File: src/rtl/udp_tx_pkg.sv
package udp_tx_pkg;

  typedef enum logic [2:0] {ST_IDLE, ST_PRE, ST_BODY, ST_FCS, ST_GAP} tx_state_t;

  localparam int PRE_BYTES = 8;
  localparam int HDR_BYTES = 42;   // 14 link + 20 IPv4 + 8 UDP
  localparam int MIN_DATA  = 18;   // 46-byte link minimum less 28 header bytes
  localparam int FCS_BYTES = 4;

  localparam logic [31:0] CRC_POLY = 32'hEDB88320;
  localparam logic [47:0] SRC_MAC  = 48'h0200_00A1_B2C3;
  localparam logic [31:0] SRC_IP   = 32'hC0A8_450A;
  localparam logic [31:0] DST_IP   = 32'hC0A8_4501;
  localparam logic [15:0] SRC_PORT = 16'h1F90;
  localparam logic [15:0] DST_PORT = 16'h1F91;

  function automatic logic [31:0] crc_next(input logic [31:0] c, input logic [7:0] b);
    logic [31:0] r;
    r = c ^ {24'd0, b};
    for (int i = 0; i < 8; i++) r = r[0] ? ((r >> 1) ^ CRC_POLY) : (r >> 1);
    return r;
  endfunction

  function automatic logic [15:0] ip_csum(input logic [15:0] tot_len);
    logic [19:0] s;
    s = 20'h04500 + {4'd0, tot_len} + 20'h04000 + 20'h04011
      + {4'd0, SRC_IP[31:16]} + {4'd0, SRC_IP[15:0]}
      + {4'd0, DST_IP[31:16]} + {4'd0, DST_IP[15:0]};
    s = {4'd0, s[15:0]} + {16'd0, s[19:16]};
    s = {4'd0, s[15:0]} + {16'd0, s[19:16]};
    return ~s[15:0];
  endfunction

  function automatic logic [7:0] hdr_byte(input int idx, input logic [15:0] ip_len,
                                          input logic [15:0] udp_len, input logic [15:0] csum);
    logic [7:0] v;
    v = 8'h00;
    if (idx < 6) v = 8'hFF;
    else if (idx < 12) v = SRC_MAC[8*(11-idx) +: 8];
    else if (idx >= 26 && idx < 30) v = SRC_IP[8*(29-idx) +: 8];
    else if (idx >= 30 && idx < 34) v = DST_IP[8*(33-idx) +: 8];
    else begin
      case (idx)
        12: v = 8'h08;
        14: v = 8'h45;
        16: v = ip_len[15:8];
        17: v = ip_len[7:0];
        20: v = 8'h40;
        22: v = 8'h40;
        23: v = 8'h11;
        24: v = csum[15:8];
        25: v = csum[7:0];
        34: v = SRC_PORT[15:8];
        35: v = SRC_PORT[7:0];
        36: v = DST_PORT[15:8];
        37: v = DST_PORT[7:0];
        38: v = udp_len[15:8];
        39: v = udp_len[7:0];
        default: v = 8'h00;
      endcase
    end
    return v;
  endfunction

endpackage

File: src/rtl/udp_tx_buf.sv
module udp_tx_buf #(
  parameter int DEPTH = 64,
  localparam int AW    = $clog2(DEPTH),
  localparam int LEN_W = $clog2(DEPTH + 1)
) (
  input  logic             clk,
  input  logic             rst_n,
  input  logic             wr_en,
  input  logic [7:0]       wr_data,
  input  logic             wr_last,
  input  logic             clear,
  input  logic [AW-1:0]    rd_addr,
  output logic [7:0]       rd_data,
  output logic [LEN_W-1:0] count,
  output logic             loaded
);
  logic [7:0] mem [DEPTH];
  logic       room;
  logic       do_store;

  assign room     = count < LEN_W'(DEPTH);
  assign do_store = wr_en && !loaded && room && !clear;
  assign rd_data  = mem[rd_addr];

  always_ff @(posedge clk) begin
    if (do_store) mem[count[AW-1:0]] <= wr_data;
  end

  always_ff @(posedge clk or negedge rst_n) begin
    if (!rst_n) begin
      count  <= '0;
      loaded <= 1'b0;
    end else if (clear) begin
      count  <= '0;
      loaded <= 1'b0;
    end else if (wr_en && !loaded) begin
      if (room) count <= count + 1'b1;
      if (wr_last) loaded <= 1'b1;
    end
  end

  AST_COUNT_BOUND: assert property (@(posedge clk) disable iff (!rst_n)
    count <= LEN_W'(DEPTH));
  AST_LOADED_FREEZE: assert property (@(posedge clk) disable iff (!rst_n)
    loaded && !clear |=> $stable(count));

endmodule

File: src/rtl/udp_tx_crc.sv
module udp_tx_crc
  import udp_tx_pkg::*;
(
  input  logic        clk,
  input  logic        rst_n,
  input  logic        init,
  input  logic        en,
  input  logic [7:0]  data,
  output logic [31:0] crc_q
);
  always_ff @(posedge clk or negedge rst_n) begin
    if (!rst_n)    crc_q <= 32'hFFFF_FFFF;
    else if (init) crc_q <= 32'hFFFF_FFFF;
    else if (en)   crc_q <= crc_next(crc_q, data);
  end

  AST_CRC_HOLD: assert property (@(posedge clk) disable iff (!rst_n)
    !init && !en |=> $stable(crc_q));

endmodule

File: src/rtl/mii_udp_tx.sv
module mii_udp_tx
  import udp_tx_pkg::*;
#(
  parameter int MAX_PAYLOAD = 64,
  parameter int GAP_CYCLES  = 25,
  localparam int AW    = $clog2(MAX_PAYLOAD),
  localparam int LEN_W = $clog2(MAX_PAYLOAD + 1),
  localparam int IDX_W = $clog2(HDR_BYTES + MAX_PAYLOAD + MIN_DATA + 1),
  localparam int GAP_W = $clog2(GAP_CYCLES + 1)
) (
  input  logic       clk,
  input  logic       rst_n,
  input  logic [7:0] pl_data,
  input  logic       pl_valid,
  input  logic       pl_last,
  input  logic       start,
  output logic       tx_en,
  output logic [3:0] txd,
  output logic       busy
);
  tx_state_t        state;
  logic [IDX_W-1:0] idx;
  logic             ph;
  logic [GAP_W-1:0] gap_cnt;
  logic             tx_en_q;
  logic [3:0]       txd_q;

  logic [LEN_W-1:0] pay_len;
  logic             loaded;
  logic [7:0]       rd_data;
  logic [31:0]      crc_q;
  logic [31:0]      crc_sh;

  // named internal events
  logic             launch;
  logic             in_frame;
  logic             byte_step;
  logic             seg_last;
  logic             gap_done;
  logic             crc_en;

  logic [15:0]      ip_len, udp_len, ip_sum;
  logic [IDX_W-1:0] pay_off, data_len, body_len;
  logic [7:0]       cur_byte;

  assign busy      = (state != ST_IDLE);
  assign in_frame  = (state == ST_PRE) || (state == ST_BODY) || (state == ST_FCS);
  assign launch    = (state == ST_IDLE) && start && loaded;
  assign byte_step = in_frame && ph;
  assign gap_done  = (state == ST_GAP) && (gap_cnt == GAP_W'(GAP_CYCLES - 1));
  assign crc_en    = (state == ST_BODY) && ph;

  assign ip_len   = 16'(HDR_BYTES - 14) + 16'(pay_len);
  assign udp_len  = 16'd8 + 16'(pay_len);
  assign ip_sum   = ip_csum(ip_len);
  assign data_len = (pay_len < LEN_W'(MIN_DATA)) ? IDX_W'(MIN_DATA) : IDX_W'(pay_len);
  assign body_len = IDX_W'(HDR_BYTES) + data_len;
  assign pay_off  = idx - IDX_W'(HDR_BYTES);
  assign crc_sh   = crc_q >> {idx[1:0], 3'b000};

  always_comb begin
    seg_last = 1'b0;
    case (state)
      ST_PRE:  seg_last = (idx == IDX_W'(PRE_BYTES - 1));
      ST_BODY: seg_last = (idx == body_len - 1'b1);
      ST_FCS:  seg_last = (idx == IDX_W'(FCS_BYTES - 1));
      default: seg_last = 1'b0;
    endcase
  end

  always_comb begin
    cur_byte = 8'h00;
    case (state)
      ST_PRE:  cur_byte = (idx == IDX_W'(PRE_BYTES - 1)) ? 8'hD5 : 8'h55;
      ST_BODY: begin
        if (idx < IDX_W'(HDR_BYTES)) cur_byte = hdr_byte(int'(idx), ip_len, udp_len, ip_sum);
        else if (pay_off < IDX_W'(pay_len)) cur_byte = rd_data;
      end
      ST_FCS:  cur_byte = ~crc_sh[7:0];
      default: cur_byte = 8'h00;
    endcase
  end

  udp_tx_buf #(.DEPTH(MAX_PAYLOAD)) i_buf (
    .clk(clk), .rst_n(rst_n),
    .wr_en(pl_valid && !busy), .wr_data(pl_data), .wr_last(pl_last),
    .clear(gap_done), .rd_addr(pay_off[AW-1:0]), .rd_data(rd_data),
    .count(pay_len), .loaded(loaded)
  );

  udp_tx_crc i_crc (
    .clk(clk), .rst_n(rst_n), .init(launch), .en(crc_en),
    .data(cur_byte), .crc_q(crc_q)
  );

  always_ff @(posedge clk or negedge rst_n) begin
    if (!rst_n) begin
      state   <= ST_IDLE;
      idx     <= '0;
      ph      <= 1'b0;
      gap_cnt <= '0;
      tx_en_q <= 1'b0;
      txd_q   <= 4'h0;
    end else begin
      tx_en_q <= in_frame;
      txd_q   <= in_frame ? (ph ? cur_byte[7:4] : cur_byte[3:0]) : 4'h0;
      case (state)
        ST_IDLE: if (launch) begin
          state <= ST_PRE;
          idx   <= '0;
          ph    <= 1'b0;
        end
        ST_PRE, ST_BODY, ST_FCS: begin
          ph <= ~ph;
          if (byte_step) begin
            if (seg_last) begin
              idx <= '0;
              if (state == ST_PRE)       state <= ST_BODY;
              else if (state == ST_BODY) state <= ST_FCS;
              else begin
                state   <= ST_GAP;
                gap_cnt <= '0;
              end
            end else begin
              idx <= idx + 1'b1;
            end
          end
        end
        ST_GAP: begin
          if (gap_done) state <= ST_IDLE;
          else gap_cnt <= gap_cnt + 1'b1;
        end
        default: state <= ST_IDLE;
      endcase
    end
  end

  assign tx_en = tx_en_q;
  assign txd   = txd_q;

  AST_IDLE_QUIET: assert property (@(posedge clk) disable iff (!rst_n)
    !busy |-> !tx_en);
  AST_TXD_ZERO_OFF: assert property (@(posedge clk) disable iff (!rst_n)
    !tx_en |-> txd == 4'h0);
  AST_SFD_OPEN: assert property (@(posedge clk) disable iff (!rst_n)
    $rose(tx_en) |-> txd == 4'h5);
  AST_GAP_HOLD: assert property (@(posedge clk) disable iff (!rst_n)
    $fell(tx_en) |-> busy);
  AST_LEN_FROZEN: assert property (@(posedge clk) disable iff (!rst_n)
    busy && $past(busy) |-> $stable(pay_len));
  AST_LAUNCH_LATENCY: assert property (@(posedge clk) disable iff (!rst_n)
    $rose(tx_en) |-> $past(busy));

endmodule

File: config.mk
export PLATFORM = sky130hd
export DESIGN_NAME = mii_udp_tx
export DESIGN_NICKNAME = d
export VERILOG_FILES = /design/src/rtl/udp_tx_pkg.sv /design/src/rtl/udp_tx_buf.sv /design/src/rtl/udp_tx_crc.sv /design/src/rtl/mii_udp_tx.sv
export SDC_FILE = /design/constraint.sdc
export NUM_CORES = 1
export LEC_CHECK = 0
export ABC_AREA = 1
export BUFFER_PORTS_ARGS = -buffer_cell sky130_fd_sc_hd__clkbuf_2
export CAP_MARGIN = 10
export CORE_MARGIN = 4
export CORE_UTILIZATION = 60
export CTS_CLUSTER_SIZE = 12
export DETAILED_ROUTE_END_ITERATION = 8
export HOLD_SLACK_MARGIN = 0.02
export PLACE_DENSITY = 0.72
export SLEW_MARGIN = 20
export SYNTH_ARGS = -nofsm -noshare
export SYNTH_HDL_FRONTEND = slang
export SYNTH_SLANG_ARGS = --single-unit
File: constraint.sdc
create_clock -name clk -period 5.45 [get_ports clk]
set_input_delay 0.545 -clock clk [delete_from_list [all_inputs] [get_ports clk]]
set_output_delay 0.545 -clock clk [all_outputs]
set_load 0.02 [all_outputs]
==> metrics.txt, run 1 <==
Tot GR Track Use approximately 29%; Critical Path Most Common Cell nand2_1; row cnt 78; Crit path buffers/inverters 1; placed wire-length estimate 43.79 mm; worst r2r dst i_crc.crc_q[24]; Slowest Stage Delay on Critical Path 0.45 ns; count leader, synth nand2_1; drt wl/cell roughly 21 um; Netlist cell types between 50 and 60; final net count 2,781; Min-Delay Path Class in -> reg; post-cts resize count 0; switching part of the total 20.24%; Num CTS Buffers 59; Clock power frac between 40% and 50%; Initial Util 60.57%; synthesis-to-layout area growth 7.838%; setup tns final 0 ns; largest net degree at the start of global routing approximately 160; largest family of logic cells by synthesized area simple AND/OR/NAND/NOR gates; Synth Area in Simple Gates 23.73%; leakage power 11.31 nW; Top FF cell, synth edfxtp_1; H-tree depth 2; FF-to-FF setup slack 1.22 ns; number of synthesized register bits 573; via count around 20,000; Clock Pin Slew Worst Setup and Hold Paths 0.06 ns; initial antenna violation count 0; Syn Area/Cell 10.03 um^2; fraction of registers with async set/reset 10.65%; CTS root buffer clkbuf_16; delay-heaviest family, CP simple AND/OR/NAND/NOR gates; post-CTS setup buffers 0; post-synthesis compound-gate area fraction 5.853%; Post-Synth XOR/XNOR Area ~1.3%; clk sink count 573; Final Hold Fails 0; fin crit share 77.62%; Mapped Area 0.02749 mm^2; outcome finished, final reports clean; gpl congestion around 0.89; top cells by count, synth 668 x nand2_1, 512 x edfxtp_1, 389 x nand3_1; slowest CP cell dfrtp_1; Worst Max-Slew Pin Slew 1.061 ns; cells on worst reg2reg path 25; Setup crit end kind flop; layout cells sized above 1 roughly a tenth; I/O pin total 19; Post-Layout Cell Count 3,370; fmax between 200 and 250 MHz; crit-path max FO 11; Die X 222.0 um; reg2reg start idx[2]; mux contribution to synthesized area 0%; Final Skew 0.03127 ns; post-layout min period ~4.2 ns; post-synthesis adder-cell area fraction 1.548%; hold_buf cts 1; DR vias/cell 5.919; Routed Antenna Nets 0; kind of critical path reg -> reg; RSZ-0062 raised after global routing no; CP Launch Type flop; Synth top area share between 50% and 60%; Setup crit end i_crc.crc_q[24]; Fillers 3,523; Post-synth EDFFs 512; core region area between 0.04 and 0.05 mm^2; P_int between 0.006 and 0.007 W; CTS tree built; Port Buffers 18; Yosys top cell by area edfxtp_1; top cells by area, synth edfxtp_1 56%, nand2_1 9.1%, nand3_1 7.1%, nor2_1 3.6%, dfstp_2 3.1%; gr ovfl total 0; sequential share of power 55.9%; first-pass iteration count of the detailed router 7; Iteration-0 DRC Markers around 2,000; DRC 0; first-pass GRT wire length 111.7 mm; WP data arrival 4.76 ns; Synth Warn # 0; maximum VDD drop 0.2757 mV; Slew Limit Fails 0; Worst slew margin 29.07%; pwr dens about 290 mW/mm^2; syn nets 2,789; Routed WL 71.77 mm; DIE HEIGHT 222.0 um; WP depth 25; Sw Pwr 0.001732 W; Synth Instances 2,742; Comb pwr share roughly 1.0%; Final setup viols 0; clk_lat worst skew ~0.64 ns; Clock Path Buffers 3; DP Cell Count 3,272; ant diodes 0; number of global-route vias before repair just under 20,000; Worst setup startpoint idx[2]; Max Cap Viol 0; post-synthesis sequential area ratio 61.63%; Data required, critical path 5.98 ns; die area just under 0.05 mm^2
## power by group through the flow
| stage | combinational [W] | clock, W | sequential (W) |
|---|---|---|---|
| 3_5_place_dp | 0.0000864 | 0 | 0.00488 |
| 5_1_grt | 0.0000929 | 0.00392 | 0.00478 |
| 4_1_cts | 0.0000870 | 0.00373 | 0.00479 |
| 3_3_place_gp | 0.0000830 | 0 | 0.00488 |
| 2_1_floorplan | 0.0000000130 | 0 | 0.00488 |
| 6_report | 0.0000858 | 0.00368 | 0.00479 |
## through the flow
stage / power [W] / util [%] / hold WS (ns) / instance area [um^2] / setup WS (ns)
after floorplan: 0.004877 / - / 0.2494 / 27490 / 1.243
after global placement: 0.004959 / 61.49 / 0.4609 / 27910 / 1.498
after detailed placement: 0.004963 / 61.49 / 0.4688 / 27910 / 1.288
after CTS: 0.008603 / 65.32 / 0.1372 / 29640 / 1.284
after global routing: 0.008797 / 65.32 / 0.1703 / 29640 / 0.6350
final: 0.008555 / 65.32 / 0.1562 / 29640 / 1.220
## area by class of cell
class	instances	area, um^2	area share [%]
inverters	221	844.6	2.849
multi-input cells	1822	8911	30.06
flip-flops and latches	573	16950	57.18
clock inverters	22	191.4	0.6458
well taps	600	750.7	2.533
clock buffers	75	1536	5.183
repair buffers	57	460.4	1.553
## worst register-to-register path: stages (launching register included)
cell,delay [ns]
dfrtp_1,0.45
inv_1,0.20
ha_1,0.29
nand2_1,0.09
nand2_2,0.09
o21ai_0,0.20
xor2_1,0.21
ha_1,0.27
a21oi_1,0.12
o21ai_0,0.08
a21oi_1,0.45
nand3_1,0.16
nand2_1,0.08
nand3_1,0.12
nand2_1,0.15
nand2_1,0.06
nand2_1,0.42
nand2_1,0.10
nand2_1,0.16
nand2_1,0.09
nand2_1,0.07
nand2_1,0.06
nand2_1,0.06
nand2_1,0.05
nand3_1,0.06
o21ai_1,0.06
## flip-flops by register name, indices dropped and copies added, names as in the netlist
register	cells
i_crc.crc_q	32
ph	1
state	3
txd	4
tx_en	1
i_buf.count	7
idx	7
i_buf.loaded	1
gap_cnt	5
i_buf.mem	512
## worst min-delay path by stage
stage / startpoint / to / slack (ns) / cells past startpoint
floorplan: rst_n / gap_cnt[0] / 0.25 / 0
global placement: rst_n / gap_cnt[2] / 0.46 / 1
detailed placement: rst_n / gap_cnt[2] / 0.47 / 1
CTS: pl_last / i_buf.loaded / 0.14 / 3
global route: pl_last / i_buf.loaded / 0.17 / 3
finish: pl_last / i_buf.loaded / 0.16 / 3
## cells by family after synthesis
group | count (synthesis)
compound gates | 276
xor+xnor | 37
fa+ha+maj | 34
buf+inv | 347
flops | 573
simple gates | 1475
## layout by cell type, fill, tap and decap left out, drive strengths merged
master / n
nand2: 699
edfxtp: 512
nand3: 398
nor2: 273
inv: 221
o21ai: 137
clkbuf: 93
a21oi: 46
o211ai: 38
nand4: 38
buf: 38
or2: 38
xor2: 36
ha: 34
dfstp: 32
dfrtp: 29
o22ai: 20
clkinv: 19
o21a: 14
nand3b: 12
nor3: 12
o2111ai: 6
a31oi: 5
o31ai: 3
o21bai: 3
and2: 2
a211oi: 2
clkinvlp: 2
nor3b: 2
nor4: 1
o41ai: 1
a22oi: 1
xnor2: 1
bufinv: 1
dlygate4sd3: 1
## metal layers
layer	vias up	GRT usage [%]	routed length [um]
li1	9348	-	-
met1	9532	39.58	29160
met2	898	47.17	34150
met3	168	4.449	5845
met4	0	10.48	2606
met5	-	0	0
Note: power is estimated with default switching activity, not from simulation.
==> run 2: changes to the inputs <==
- clock period: 5.45 -> 3.9 ns (I/O delays scaled with it)
==> metrics.txt, run 2 (same netlist as run 1, synthesis figures left out) <==
outcome finished, final reports clean (unchanged); crit-path max FO 12 (was 11); synthesis-to-layout area growth 10.61% (was 7.838%); fin crit share 94.52% (was 77.62%); DP Cell Count 3,342 (was 3,272); leakage power 11.76 nW (was 11.31 nW); Setup crit end kind flop (unchanged); via count 20,370 (was 19,950); Post-Layout Cell Count 3,440 (was 3,370); Clock Pin Slew Worst Setup and Hold Paths 0.06 ns (about the same); gr ovfl total 0 (unchanged); H-tree depth 2 (unchanged); post-route worst setup slack 0.2139 ns (was 1.220 ns); fmax 271.3 MHz (was 236.4 MHz); ant diodes 0 (unchanged); CP Launch Type flop (unchanged); placed wire-length estimate 47.07 mm (was 43.79 mm); clk_lat worst skew 0.63 ns (was 0.64 ns); DIE HEIGHT 222.0 um (unchanged); Final setup viols 0 (unchanged); layout cells sized above 1 12.36% (was 9.567%); Die X 222.0 um (unchanged); first-pass iteration count of the detailed router 5 (was 7); DR vias/cell 5.921 (was 5.919); largest net degree at the start of global routing 99 (was 161); Max Cap Viol 0 (unchanged); drt wl/cell 21.35 um (was 21.30 um); Clock Path Buffers 3 (unchanged); DRC 0 (unchanged); CTS root buffer clkbuf_16 (unchanged); Initial Util 60.57% (unchanged); highest-count cells in the layout ignoring fill and taps 664 x nand2_1, 512 x edfxtp_1, 387 x nand3_1 (was 668 x nand2_1, 512 x edfxtp_1, 389 x nand3_1); number of global-route vias before repair 19,950 (was 19,450); clk sink count 573 (unchanged); first-pass GRT wire length 114.3 mm (was 111.7 mm); maximum VDD drop 0.3911 mV (was 0.2757 mV); Routed Antenna Nets 0 (unchanged); gpl congestion 0.9185 (was 0.8932); row cnt 78 (unchanged); Final Skew 0.04390 ns (was 0.03127 ns); kind of critical path reg -> reg (unchanged); Worst slew margin 29.00% (was 29.07%); post-layout min period 3.686 ns (was 4.230 ns); Data required, critical path 4.43 ns (was 5.98 ns); final net count 2,857 (was 2,781); Num CTS Buffers 58 (was 59); setup tns final 0 ns (unchanged); Routed WL 73.44 mm (was 71.77 mm); RSZ-0062 raised after global routing no (unchanged); Final Hold Fails 0 (unchanged); Port Buffers 18 (unchanged); Tot GR Track Use 29.51% (was 28.79%); core region area 0.04538 mm^2 (unchanged); max FFs per register 512 (unchanged); die area 0.04930 mm^2 (unchanged); Worst Max-Slew Pin Slew 1.065 ns (was 1.061 ns); Min-Delay Path Class in -> reg (unchanged); I/O pin total 19 (unchanged); WP data arrival 4.21 ns (was 4.76 ns); Slew Limit Fails 0 (unchanged); CTS tree built (unchanged); Iteration-0 DRC Markers 2,463 (was 2,034); leading cell type in the layout, fill and taps excluded nand2_1 (unchanged); pwr dens 398.3 mW/mm^2 (was 288.6 mW/mm^2); post-place setup slack 0.2339 ns (was 1.288 ns); initial antenna violation count 0 (unchanged)
run 2: changes by cell type in the layout (fill, tap and decap cells not counted), moves of 3 or more:
cell       before  now
bufinv_16       1    4
buf_4          32   99
nand2_1       668  664
clkinv_1       10    5
nand2_2        24   27
clkinv_2        6    3
buf_12          6   14
run 2: worst max-delay path, cell delays in order (launching register included):
cell and delay [ns]:
dfrtp_4 0.57, inv_4 0.08, ha_2 0.31, buf_4 0.19, nor2_8 0.13, buf_4 0.20, o21a_1 0.14, o21ai_1 0.06
nand4_1 0.11, nand3_1 0.20, nand3_1 0.22, nand3_1 0.10, nand2_1 0.07, nand2_1 0.08, nand2_1 0.12, nand2_1 0.08
nand2_2 0.18, nand2_1 0.13, nand2_4 0.15, nor2_2 0.06, nor2_2 0.13, inv_1 0.05, nand2_1 0.06, nand3_1 0.06
nand2_1 0.07, inv_1 0.04
run 2: per-layer routing:
metal  share of wire (%)  wire (um)  GRT usage (%)
met3                 9.0       6585          4.700
met4                 3.2       2327          9.684
met1                  40      29390          40.91
met5                   0          0              0
met2                  48      35140          48.40
run 2: layout make-up:
| class | count | area, um^2 |
|---|---|---|
| sequential | 573 | 16950 |
| fill | 3463 | 14980 |
| multi-input combinational | 1822 | 8951 |
| clock buffer | 74 | 1525 |
| timing repair buffer | 134 | 1144 |
| inverter | 221 | 844.6 |
| tap | 600 | 750.7 |
| clock inverter | 16 | 237.7 |
run 2: stage by stage:
stage | utilization, % | hold slack [ns] | instance area (um^2) | total power, W
floorplan | - | 0.09441 | 27510 | 0.006815
global placement | 62.87 | 0.4916 | 28530 | 0.006937
detailed placement | 62.87 | 0.4958 | 28530 | 0.006941
CTS | 66.82 | 0.1417 | 30320 | 0.01218
global route | 67.00 | 0.2116 | 30400 | 0.01246
finish | 67.00 | 0.1651 | 30400 | 0.01211
run 2: worst paths after layout:
kind | from | slack [ns] | endpoint | depth (start not counted)
min in group asynchronous | rst_n | 0.47 | gap_cnt[1] | 3
worst max register to register | idx[1] | 0.21 | i_crc.crc_q[26] | 25
worst min register to register | i_crc.crc_q[21] | 0.50 | i_crc.crc_q[21] | 2
worst max-delay path | idx[1] | 0.21 | i_crc.crc_q[26] | 25
worst min-delay path | pl_valid | 0.17 | i_buf.count[6] | 5
max in group asynchronous | rst_n | 2.75 | idx[0] | 3
run 2: timing repair:
| action | in CTS | in global routing |
|---|---|---|
| hold buffers | 3 | 0 |
| buffers inserted | 0 | 5 |
| setup endpoints to repair | 0 | 29 |
| resized for setup | 0 | 13 |
| endpoints found under the hold margin | 30 | 0 |
run 2: report_power, final:
| part | internal, W | leakage (nW) | total, W | switching (W) |
|---|---|---|---|---|
| Clock | 0.00300 | 0.852 | 0.00529 | 0.00229 |
| Sequential | 0.00669 | 5.30 | 0.00669 | 0 |
| Combinational | 0.0000119 | 5.61 | 0.000128 | 0.000117 |
| Total | 0.00970 | 11.8 | 0.0121 | 0.00241 |
==> run 3: changes to the inputs <==
- CORE_ASPECT_RATIO: not set -> 0.9
- RECOVER_POWER: not set -> 50
==> metrics.txt, run 3 (same netlist as run 1, synthesis figures left out) <==
outcome finished with violations (was finished, final reports clean); violations in the final reports max-capacitance violations, max-slew violations; Port Buffers 18 (unchanged); Worst setup startpoint idx[1] (unchanged); fmax 271.5 MHz (was 271.3 MHz); Die X 233.6 um (was 222.0 um); synthesis-to-layout area growth 11.36% (was 10.61%); Initial Util 60.59% (was 60.57%); placed wire-length estimate 47.28 mm (was 47.07 mm); Max Cap Viol 11 (was 0); Clock Pin Slew Worst Setup and Hold Paths 0.06 ns (about the same); leakage power 11.87 nW (was 11.76 nW); Iteration-0 DRC Markers 2,478 (was 2,463); busiest grt layer met2 (unchanged); leading cell type in the layout, fill and taps excluded nand2_1 (unchanged); Hold Crit Depth 5 (unchanged); DR vias/cell 5.853 (was 5.921); Tot GR Track Use 29.48% (was 29.51%); Final Hold Fails 0 (unchanged); Min-Delay Path Class in -> reg (unchanged); drt wl/cell 20.65 um (was 21.35 um); WP data arrival 4.24 ns (was 4.21 ns); worst r2r dst i_crc.crc_q[26] (unchanged); layout cells sized above 1 12.92% (was 12.36%); largest net degree at the start of global routing 74 (was 99); met3 global-route usage 5.974% (was 4.700%); Slowest Stage Delay on Critical Path 0.53 ns (was 0.57 ns); highest-count cells in the layout ignoring fill and taps 663 x nand2_1, 512 x edfxtp_1, 389 x nand3_1 (was 664 x nand2_1, 512 x edfxtp_1, 387 x nand3_1); DP Cell Count 3,394 (was 3,342); clk sink count 573 (unchanged); worst path cell trace inv_4 -> ha_2 -> buf_4 -> nor2_8 -> buf_12 -> o211ai_1 -> nand4_1 -> nand3_1 -> nand3_1 -> nand3_1 -> nand2_1 -> nand3_1 -> nand2_1 -> nand2_1 -> nand2_1 -> nand2_1 -> nand2_4 -> nor2_2 -> nor2_2 -> inv_1 -> nand2_1 -> nand3_1 -> nand2_1 -> inv_1; Setup crit end kind flop (unchanged); slowest CP cell dfrtp_4 (unchanged); crit-path max FO 22 (was 12); gr ovfl total 0 (unchanged); Critical Path Most Common Cell nand2_1 (unchanged); delay-heaviest family, CP simple AND/OR/NAND/NOR gates (unchanged); Final Skew 0.02445 ns (was 0.04390 ns); Post-Layout Cell Count 3,496 (was 3,440); Crit path buffers/inverters 5 (unchanged); Final setup viols 0 (unchanged); final net count 2,900 (was 2,857); via count 20,460 (was 20,370); CTS tree built (unchanged); CP Launch Type flop (unchanged); Data required, critical path 4.45 ns (was 4.43 ns); I/O pin total 19 (unchanged); cells on worst reg2reg path 24 (was 25); Routed WL 72.18 mm (was 73.44 mm); GR met2 Demand/Resource 45.16% (was 48.40%); Worst slew margin -115.8% (was 29.00%); row cnt 74 (was 78); maximum VDD drop 0.3932 mV (was 0.3911 mV); Num CTS Buffers 58 (unchanged); Slew Limit Fails 440 (was 0); RSZ-0062 raised after global routing no (unchanged); Fillers 3,470 (was 3,463); H-tree depth 2 (unchanged); Routed Antenna Nets 0 (unchanged); Hold Path Origin pl_valid (unchanged); CTS root buffer clkbuf_16 (unchanged); hold_ws 0.1845 ns (was 0.1651 ns); number of global-route vias before repair 19,470 (was 19,950); Worst Max-Slew Pin Slew 3.236 ns (was 1.065 ns); first-pass GRT wire length 112.0 mm (was 114.3 mm); first-pass iteration count of the detailed router 6 (was 5); finished layout cell area 0.03061 mm^2 (was 0.03040 mm^2); GRT met1 Usage 43.69% (was 40.91%); fin crit share 94.44% (was 94.52%); gpl congestion 0.9629 (was 0.9185); post-layout min period 3.683 ns (was 3.686 ns); ant diodes 0 (unchanged); setup tns final 0 ns (unchanged); DRC 0 (unchanged); initial antenna violation count 0 (unchanged); die area 0.04931 mm^2 (was 0.04930 mm^2); core region area 0.04537 mm^2 (was 0.04538 mm^2); kind of critical path reg -> reg (unchanged); Worst Hold Endpoint i_buf.count[6] (unchanged); pwr dens 390.6 mW/mm^2 (was 398.3 mW/mm^2); FF-to-FF setup slack 0.22 ns (was 0.21 ns); max FFs per register 512 (unchanged); DIE HEIGHT 211.1 um (was 222.0 um); Clock Path Buffers 3 (unchanged); clk_lat worst skew 0.64 ns (was 0.63 ns); reg2reg start idx[1] (unchanged); dpl cell area 0.02885 mm^2 (was 0.02853 mm^2)
## run 3: cell types whose count changed in the layout (fill, tap and decap cells not counted), sizes merged
cell,change
bufinv,-2
clkbuf,+15
buf,+32
clkinvlp,+2
clkinv,+2
inv,-1
## run 3: worst max path at each step
stage / slack [ns] / cells past startpoint / to
after detailed placement: 0.04 / 24 / i_crc.crc_q[18]
after CTS: 0.02 / 24 / i_crc.crc_q[18]
after floorplan: 0.02 / 29 / i_crc.crc_q[19]
after global routing: 0.005 / 25 / i_crc.crc_q[26]
after global placement: 0.15 / 24 / i_crc.crc_q[24]
final: 0.22 / 24 / i_crc.crc_q[26]
## run 3: per-layer routing
| metal | vias to the layer above | wire (um) |
|---|---|---|
| met5 | - | 0 |
| met4 | 0 | 1821 |
| met3 | 135 | 7153 |
| met2 | 917 | 32710 |
| met1 | 9812 | 30490 |
| li1 | 9598 | - |
## run 3: metrics by stage
step / util (%) / worst slack (ns) / power [W]
CTS: 67.42 / 0.02075 / 0.01202
finish: 67.47 / 0.2169 / 0.01196
detailed placement: 63.58 / 0.03722 / 0.006936
global placement: 63.58 / 0.1526 / 0.006931
floorplan: - / 0.02137 / 0.006815
global route: 67.47 / 0.004529 / 0.01231
## run 3: cell type report
type                    count  area (um^2)  area share [%]
multi-input cells        1822         8950           29.24
inverters                 221        849.6           2.775
clock buffers              78         1536           5.019
clock inverters            17        177.7          0.5804
well taps                 608        760.7           2.485
flip-flops and latches    573        16950           55.38
repair buffers            177         1384           4.521
## run 3: worst reg2reg max path, delay by kind of cell, from the launching register on
kind,cells,cell delay [ns]
adders and majority gates,1,0.35
and+or+nand+nor,17,2.05
buffers and inverters,5,0.55
AOI/OAI and AO/OA,1,0.12
DFF,1,0.53
## run 3: power breakdown
group	leakage (nW)	switching, W	internal (W)
logic	5.76	0.000112	0.00000604
registers	5.30	0	0.00670
clock network	0.816	0.00226	0.00288
## run 3: repair_timing
item                                    4_1_cts  5_1_grt
gates resized for setup                       0       17
hold buffers                                  3        0
buffers inserted                              0        4
endpoints found under the setup margin        0       29
hold endpoints to repair                     25        0
